==> src/rtl/mul_pkg.sv <==
package mul_pkg;

  typedef enum logic [1:0] {
    MOP_S8     = 2'd0,
    MOP_U8     = 2'd1,
    MOP_HI16   = 2'd2,
    MOP_FULL16 = 2'd3
  } mop_e;

  // Widen a factor to 17 signed bits according to the operation
  function automatic logic signed [16:0] widen_factor(mop_e op, logic [15:0] w);
    logic signed [16:0] r;
    case (op)
      MOP_S8:  r = {{9{w[7]}}, w[7:0]};
      MOP_U8:  r = {9'd0, w[7:0]};
      default: r = {w[15], w};
    endcase
    return r;
  endfunction

  // Signed 17x17 product, lower 32 bits kept
  function automatic logic [31:0] mul_core(logic signed [16:0] a, logic signed [16:0] b);
    logic signed [33:0] p;
    p = a * b;
    return p[31:0];
  endfunction

  // Word presented on the primary output
  function automatic logic [15:0] pick_primary(mop_e op, logic [31:0] p);
    return (op == MOP_S8 || op == MOP_U8) ? p[15:0] : p[31:16];
  endfunction

  function automatic logic writes_low(mop_e op);
    return op == MOP_FULL16;
  endfunction

endpackage

==> src/rtl/mul_seq_ctrl.sv <==
module mul_seq_ctrl #(
  parameter int FAST_LAT = 2
) (
  input  logic clk,
  input  logic rst_n,
  input  logic start_i,
  input  logic slow_i,
  output logic accept_o,
  output logic busy_o,
  output logic finish_o
);
  localparam int SLOW_LAT = 2 * FAST_LAT;
  localparam int CW       = $clog2(SLOW_LAT + 1);

  logic [CW-1:0] cnt_q;
  logic [CW-1:0] lat_q;   // latency chosen at accept (verification aid)
  logic [CW-1:0] el_q;    // cycles elapsed since accept (verification aid)
  logic          busy_q;

  assign accept_o = start_i & ~busy_q;
  assign finish_o = busy_q & (cnt_q == '0);
  assign busy_o   = busy_q;

  always_ff @(posedge clk) begin
    if (!rst_n) begin
      busy_q <= 1'b0;
      cnt_q  <= '0;
      lat_q  <= '0;
      el_q   <= '0;
    end else if (accept_o) begin
      busy_q <= 1'b1;
      cnt_q  <= slow_i ? CW'(SLOW_LAT - 1) : CW'(FAST_LAT - 1);
      lat_q  <= slow_i ? CW'(SLOW_LAT) : CW'(FAST_LAT);
      el_q   <= CW'(1);
    end else if (busy_q) begin
      if (cnt_q == '0) busy_q <= 1'b0;
      else             cnt_q  <= cnt_q - 1'b1;
      el_q <= el_q + 1'b1;
    end
  end

  // completion falls exactly at the selected latency
  assert_latency_R7: assert property (@(posedge clk) disable iff (!rst_n)
    finish_o |-> (el_q == lat_q));

  // a running operation is never restarted
  assert_no_restart_R10: assert property (@(posedge clk) disable iff (!rst_n)
    (busy_q && !finish_o) |=> (busy_q && el_q == $past(el_q) + 1'b1));

  assert_cnt_range_R8: assert property (@(posedge clk) disable iff (!rst_n)
    busy_q |-> (int'(cnt_q) < SLOW_LAT));

endmodule

==> src/rtl/mul_datapath.sv <==
module mul_datapath
  import mul_pkg::*;
(
  input  logic        clk,
  input  logic        rst_n,
  input  logic        accept_i,
  input  mop_e        op_i,
  input  logic [15:0] src_i,
  input  logic [15:0] opnd_i,
  output mop_e        op_o,
  output logic [31:0] prod_o
);
  logic signed [16:0] fa_q, fb_q;
  mop_e               op_q;

  always_ff @(posedge clk) begin
    if (!rst_n) begin
      fa_q <= '0;
      fb_q <= '0;
      op_q <= MOP_S8;
    end else if (accept_i) begin
      fa_q <= widen_factor(op_i, src_i);
      fb_q <= widen_factor(op_i, opnd_i);
      op_q <= op_i;
    end
  end

  assign prod_o = mul_core(fa_q, fb_q);
  assign op_o   = op_q;

  // a signed byte product always fits a sign-extended 16-bit word
  assert_s8_fit_R2: assert property (@(posedge clk) disable iff (!rst_n)
    (op_q == MOP_S8) |-> (prod_o[31:16] == {16{prod_o[15]}}));

  // an unsigned byte product never reaches the upper word
  assert_u8_fit_R3: assert property (@(posedge clk) disable iff (!rst_n)
    (op_q == MOP_U8) |-> (prod_o[31:16] == 16'h0000));

endmodule

==> src/rtl/mul_result_reg.sv <==
module mul_result_reg
  import mul_pkg::*;
(
  input  logic        clk,
  input  logic        rst_n,
  input  logic        finish_i,
  input  mop_e        op_i,
  input  logic [31:0] prod_i,
  output logic        done_o,
  output logic [15:0] res_o,
  output logic [15:0] lo_o,
  output logic        lo_we_o,
  output logic        neg_o,
  output logic        zero_o
);
  logic [15:0] prim;
  assign prim = pick_primary(op_i, prod_i);

  always_ff @(posedge clk) begin
    if (!rst_n) begin
      done_o  <= 1'b0;
      res_o   <= '0;
      lo_o    <= '0;
      lo_we_o <= 1'b0;
      neg_o   <= 1'b0;
      zero_o  <= 1'b1;
    end else begin
      done_o  <= finish_i;
      lo_we_o <= finish_i & writes_low(op_i);
      if (finish_i) begin
        res_o  <= prim;
        neg_o  <= prim[15];
        zero_o <= (prim == 16'h0000);
        if (writes_low(op_i)) lo_o <= prod_i[15:0];
      end
    end
  end

  assert_lowe_with_done_R4: assert property (@(posedge clk) disable iff (!rst_n)
    lo_we_o |-> done_o);

  assert_low_hold_R5: assert property (@(posedge clk) disable iff (!rst_n)
    !lo_we_o |-> $stable(lo_o));

  assert_done_pulse_R9: assert property (@(posedge clk) disable iff (!rst_n)
    done_o |=> !done_o);

  assert_flags_R11: assert property (@(posedge clk) disable iff (!rst_n)
    (zero_o == (res_o == 16'h0000)) && (neg_o == res_o[15]));

  assert_hold_R12: assert property (@(posedge clk) disable iff (!rst_n)
    !done_o |-> ($stable(res_o) && $stable(neg_o) && $stable(zero_o)));

endmodule

==> src/rtl/mul_unit.sv <==
module mul_unit
  import mul_pkg::*;
#(
  parameter int FAST_LAT = 2
) (
  input  logic        clk,
  input  logic        rst_n,
  input  logic        start_i,
  input  logic [1:0]  op_i,
  input  logic        slow_i,
  input  logic [15:0] src_i,
  input  logic [15:0] opnd_i,
  output logic        busy_o,
  output logic        done_o,
  output logic [15:0] res_o,
  output logic [15:0] lo_o,
  output logic        lo_we_o,
  output logic        neg_o,
  output logic        zero_o
);
  logic        accept;
  logic        finish;
  mop_e        op_run;
  logic [31:0] prod;

  mul_seq_ctrl #(.FAST_LAT(FAST_LAT)) u_ctrl (
    .clk      (clk),
    .rst_n    (rst_n),
    .start_i  (start_i),
    .slow_i   (slow_i),
    .accept_o (accept),
    .busy_o   (busy_o),
    .finish_o (finish)
  );

  mul_datapath u_dp (
    .clk      (clk),
    .rst_n    (rst_n),
    .accept_i (accept),
    .op_i     (mop_e'(op_i)),
    .src_i    (src_i),
    .opnd_i   (opnd_i),
    .op_o     (op_run),
    .prod_o   (prod)
  );

  mul_result_reg u_res (
    .clk      (clk),
    .rst_n    (rst_n),
    .finish_i (finish),
    .op_i     (op_run),
    .prod_i   (prod),
    .done_o   (done_o),
    .res_o    (res_o),
    .lo_o     (lo_o),
    .lo_we_o  (lo_we_o),
    .neg_o    (neg_o),
    .zero_o   (zero_o)
  );

  // busy ends on the edge that raises done
  assert_busy_done_R9: assert property (@(posedge clk) disable iff (!rst_n)
    done_o |-> !busy_o);

endmodule

==> config.mk <==
export PLATFORM = sky130hd
export DESIGN_NAME = mul_unit
export DESIGN_NICKNAME = d
export VERILOG_FILES = /design/src/rtl/mul_pkg.sv /design/src/rtl/mul_seq_ctrl.sv /design/src/rtl/mul_datapath.sv /design/src/rtl/mul_result_reg.sv /design/src/rtl/mul_unit.sv
export SDC_FILE = /design/constraint.sdc
export NUM_CORES = 1
export LEC_CHECK = 0
export BUFFER_PORTS_ARGS = -buffer_cell sky130_fd_sc_hd__buf_2
export CORE_MARGIN = 4
export CORE_UTILIZATION = 67
export DETAILED_ROUTE_END_ITERATION = 7
export GPL_TIMING_DRIVEN = 1
export PLACE_DENSITY = 0.94
export SETUP_SLACK_MARGIN = 0.05
export SYNTH_ARGS = -nofsm -noshare
export SYNTH_HDL_FRONTEND = slang
export SYNTH_HIERARCHICAL = 1
export SYNTH_SLANG_ARGS = --single-unit
==> constraint.sdc <==
create_clock -name clk -period 14.55 [get_ports clk]
set_clock_uncertainty 0.1 [all_clocks]
set_input_delay 2.91 -clock clk [delete_from_list [all_inputs] [get_ports clk]]
set_output_delay 2.91 -clock clk [all_outputs]
set_load 0.005 [all_outputs]
==> impl_metrics.tcl <==
set metrics [dict create \
    status "complete, no violations" \
    die_area_um2 22470 \
    ys_seq_elements 73 \
    cpPeakStageDelay_ns 0.85 \
    ant_nets 0 \
    die_h_um 149.9 \
    dpl.hpwl_mm 27.17 \
    grtUsageMet1_pct 39.42 \
    grt_pass1_wl_mm 57.67 \
    drt-initial-drc-count 1276 \
    syn_avg_cell_area_um2 9.077 \
    swShare_pct 47.09 \
    syn_inst 1486 \
    path_buf_inv 3 \
    io_buffers 74 \
    rsz0062_at_grt "no" \
    worstPathArrival_ns 7.79 \
    grt_start_max_net_pins 74 \
    wl_per_cell_um 19.77 \
    initial_core_util_pct 68.63 \
    min_path_type "flop to flop" \
    layout_common_cells "inv_1 (312), fa_1 (275), nand2_1 (218)" \
    crit_chain "nand2_1 > inv_1 > fa_1 > fa_1 > fa_1 > fa_1 > fa_1 > inv_1 > fa_1 > inv_1 > ha_1 > o211ai_1 > nor2_1 > a211oi_1 > a2bb2oi_1 > o311a_1 > a21oi_2 > xor2_1 > nor4_1 > a22oi_1 > or3_1 > o221ai_2" \
    setup_viol 0 \
    syn_nets 1883 \
    timing.final.hold_violations 0 \
    critPathSlowestCell "fa_1" \
    p_clk_share_pct 19.0 \
    clock_latency_ns 0.35 \
    io_pins 75 \
    period_share_pct 52.39 \
    criticalPathCategory "flop to flop" \
    vias 10666 \
    power_w 0.001248 \
    post-cts-setup-buffer-count 0 \
    instances_no_fill 1780 \
    drive_gt1_share_pct 7.464 \
    peakVddDrop_mv 0.1441 \
    p_int_w 0.0006603 \
    clkTransAtPathRegs_ns 0.06 \
    wirelength_mm 35.19 \
    routed_via_density 5.992 \
    async_flop_share_pct 0 \
    use_met2_pct 56.45 \
    synth_top_area_share_pct 40.82 \
    h-tree-depth 3 \
    design.core.area_um2 19650 \
    grt_usage_pct 33.04 \
    crit_family "adder cells" \
    max_freq_ghz 0.1312 \
    routabilityCongestion 0.9503 \
    period_needed_ns 7.623 \
    synth_ff_type "dfxtp_1" \
    area_growth_pct 5.890 \
    yosys.area.top_type "fa_1" \
    cts_resized 0 \
    fin_setup_tns_ns 0 \
    ys_types 66 \
    grt.overflow.total 0 \
    numCtsBuffers 9 \
    cp_data_required_time_ns 14.72 \
    slew_headroom_pct 23.15 \
    met3_usage_pct 6.057 \
    total_leakage_power_nw 7.391 \
    crit_path_end_kind "flop" \
    netlist_area_um2 13490 \
    final_nets 1906 \
    ys.warnings.count 6 \
    synth_edf_count 0 \
    worst_path_most_repeated_cell "fa_1" \
    synthTopCellsByArea "fa_1 (41%), dfxtp_1 (11%), inv_1 (8.7%)" \
    rows 51 \
    busiest_layer "met2" \
    antenna_found_initial 0 \
    power.switching_w 0.0005877 \
    dp.cells 1763 \
    drv_cap 0 \
    start_kind "flop" \
    crit_fanout 17 \
    firstDrtPassIters 6 \
    tightest_slew_ns 1.153 \
    drc 0 \
    die_w_um 149.9 \
    cts_tree "yes" \
    p_seq_share_pct 20.7 \
    p_comb_share_pct 60.3 \
    ctsHoldBuffers 0 \
    ys_seq_area_share_pct 10.83 \
    grt_pass1_vias 11603 \
    final_common_cell "inv_1" \
    cts.path.max_buffers 2 \
    power_density_nw_per_um2 87.38 \
    slew_viol_final 0 \
    cts_root_buffer "clkbuf_16" \
    clock_sinks 73 \
]
-- cell families (layout without fill, tap and decap cells) --
group	after synthesis	in the layout	share of synthesized area, %
DFF	73	73	10.83
AOI/OAI and AO/OA	157	157	8.683
xor gates and xnor gates	31	31	2.013
and+or+nand+nor	452	452	16.57
adders and majority gates	359	359	48.61
buffers and inverters	379	407	10.70
muxes	35	35	2.597
other	0	1	0
-- synthesized netlist by cell type, types with 2 or more instances --
| cell type | instances |
|---|---|
| xor2_1 | 6 |
| nand4_1 | 2 |
| a211oi_1 | 6 |
| or4_1 | 3 |
| fa_1 | 275 |
| dfxtp_1 | 73 |
| nor3_1 | 3 |
| nand2b_1 | 9 |
| a21boi_0 | 24 |
| xnor2_1 | 25 |
| o21a_1 | 10 |
| a211o_1 | 2 |
| nand3_1 | 6 |
| a21boi_1 | 10 |
| clkbuf_1 | 55 |
| a22oi_1 | 3 |
| and3_1 | 2 |
| buf_4 | 4 |
| buf_2 | 4 |
| a21o_1 | 9 |
| o21ai_0 | 27 |
| nand2_1 | 218 |
| o211a_1 | 17 |
| inv_1 | 312 |
| nor4_1 | 3 |
| a31oi_1 | 4 |
| a21oi_1 | 23 |
| nor2b_1 | 21 |
| mux2i_1 | 35 |
| and2_1 | 138 |
| ha_1 | 84 |
| nor2_1 | 34 |
| buf_1 | 4 |
| o21ai_1 | 3 |
-- tightest hold or removal path, stage by stage (launching register included) --
cell and delay (ns):
dfxtp_1 0.30, nand2_1 0.05, a21boi_1 0.05
-- final timing paths --
check        slack, ns        endpoint            from  depth (start not counted)
max               6.93    u_res/zero_o    u_dp/fb_q[2]                         22
min               0.35  u_res/lo_o[10]  u_res/lo_o[10]                          2
max reg2reg       6.93    u_res/zero_o    u_dp/fb_q[2]                         22
min reg2reg       0.35  u_res/lo_o[10]  u_res/lo_o[10]                          2
-- power by group through the flow --
| stage | sequential (W) | combinational (W) | clock (W) |
|---|---|---|---|
| floorplan | 0.000230 | 0.000548 | 0 |
| global placement | 0.000257 | 0.000689 | 0 |
| detailed placement | 0.000259 | 0.000719 | 0 |
| CTS | 0.000255 | 0.000736 | 0.000237 |
| global route | 0.000260 | 0.000822 | 0.000247 |
| finish | 0.000258 | 0.000752 | 0.000237 |
-- flip-flops by register name (all words and copies together) (netlist names) --
register,count
u_res/zero_o,1
u_res/res_o,16
u_ctrl/cnt_q,3
u_ctrl/busy_o,1
u_res/lo_o,16
u_dp/fa_q,16
u_dp/fb_q,16
u_res/lo_we_o,1
u_dp/op_o,2
u_res/done_o,1
-- layout make-up --
type / count / area, um^2
clock inverters: 4 / 50.05
repair buffers: 79 / 407.9
flip-flops and latches: 73 / 1461
diodes: 1 / 2.502
fillers: 1322 / 5371
multi-input cells: 1034 / 10590
inverters: 312 / 1171
clock buffers: 12 / 266.5
well taps: 265 / 331.6
-- through the flow --
stage	worst slack, ns	hold WS, ns	instance area [um^2]	util [%]
4_1_cts	7.124	0.3507	14280	72.66
2_1_floorplan	7.650	0.3514	13490	-
3_5_place_dp	7.145	0.3428	13960	71.05
5_1_grt	6.680	0.3763	14280	72.66
3_3_place_gp	7.379	0.3411	13960	71.05
6_report	6.927	0.3494	14280	72.67
-- per-layer routing --
layer	wire length [um]	vias to the layer above
li1	-	4532
met1	11930	5263
met2	17790	660
met3	3099	211
met4	2374	0
met5	0	-
(Power assumes the default switching activity.)
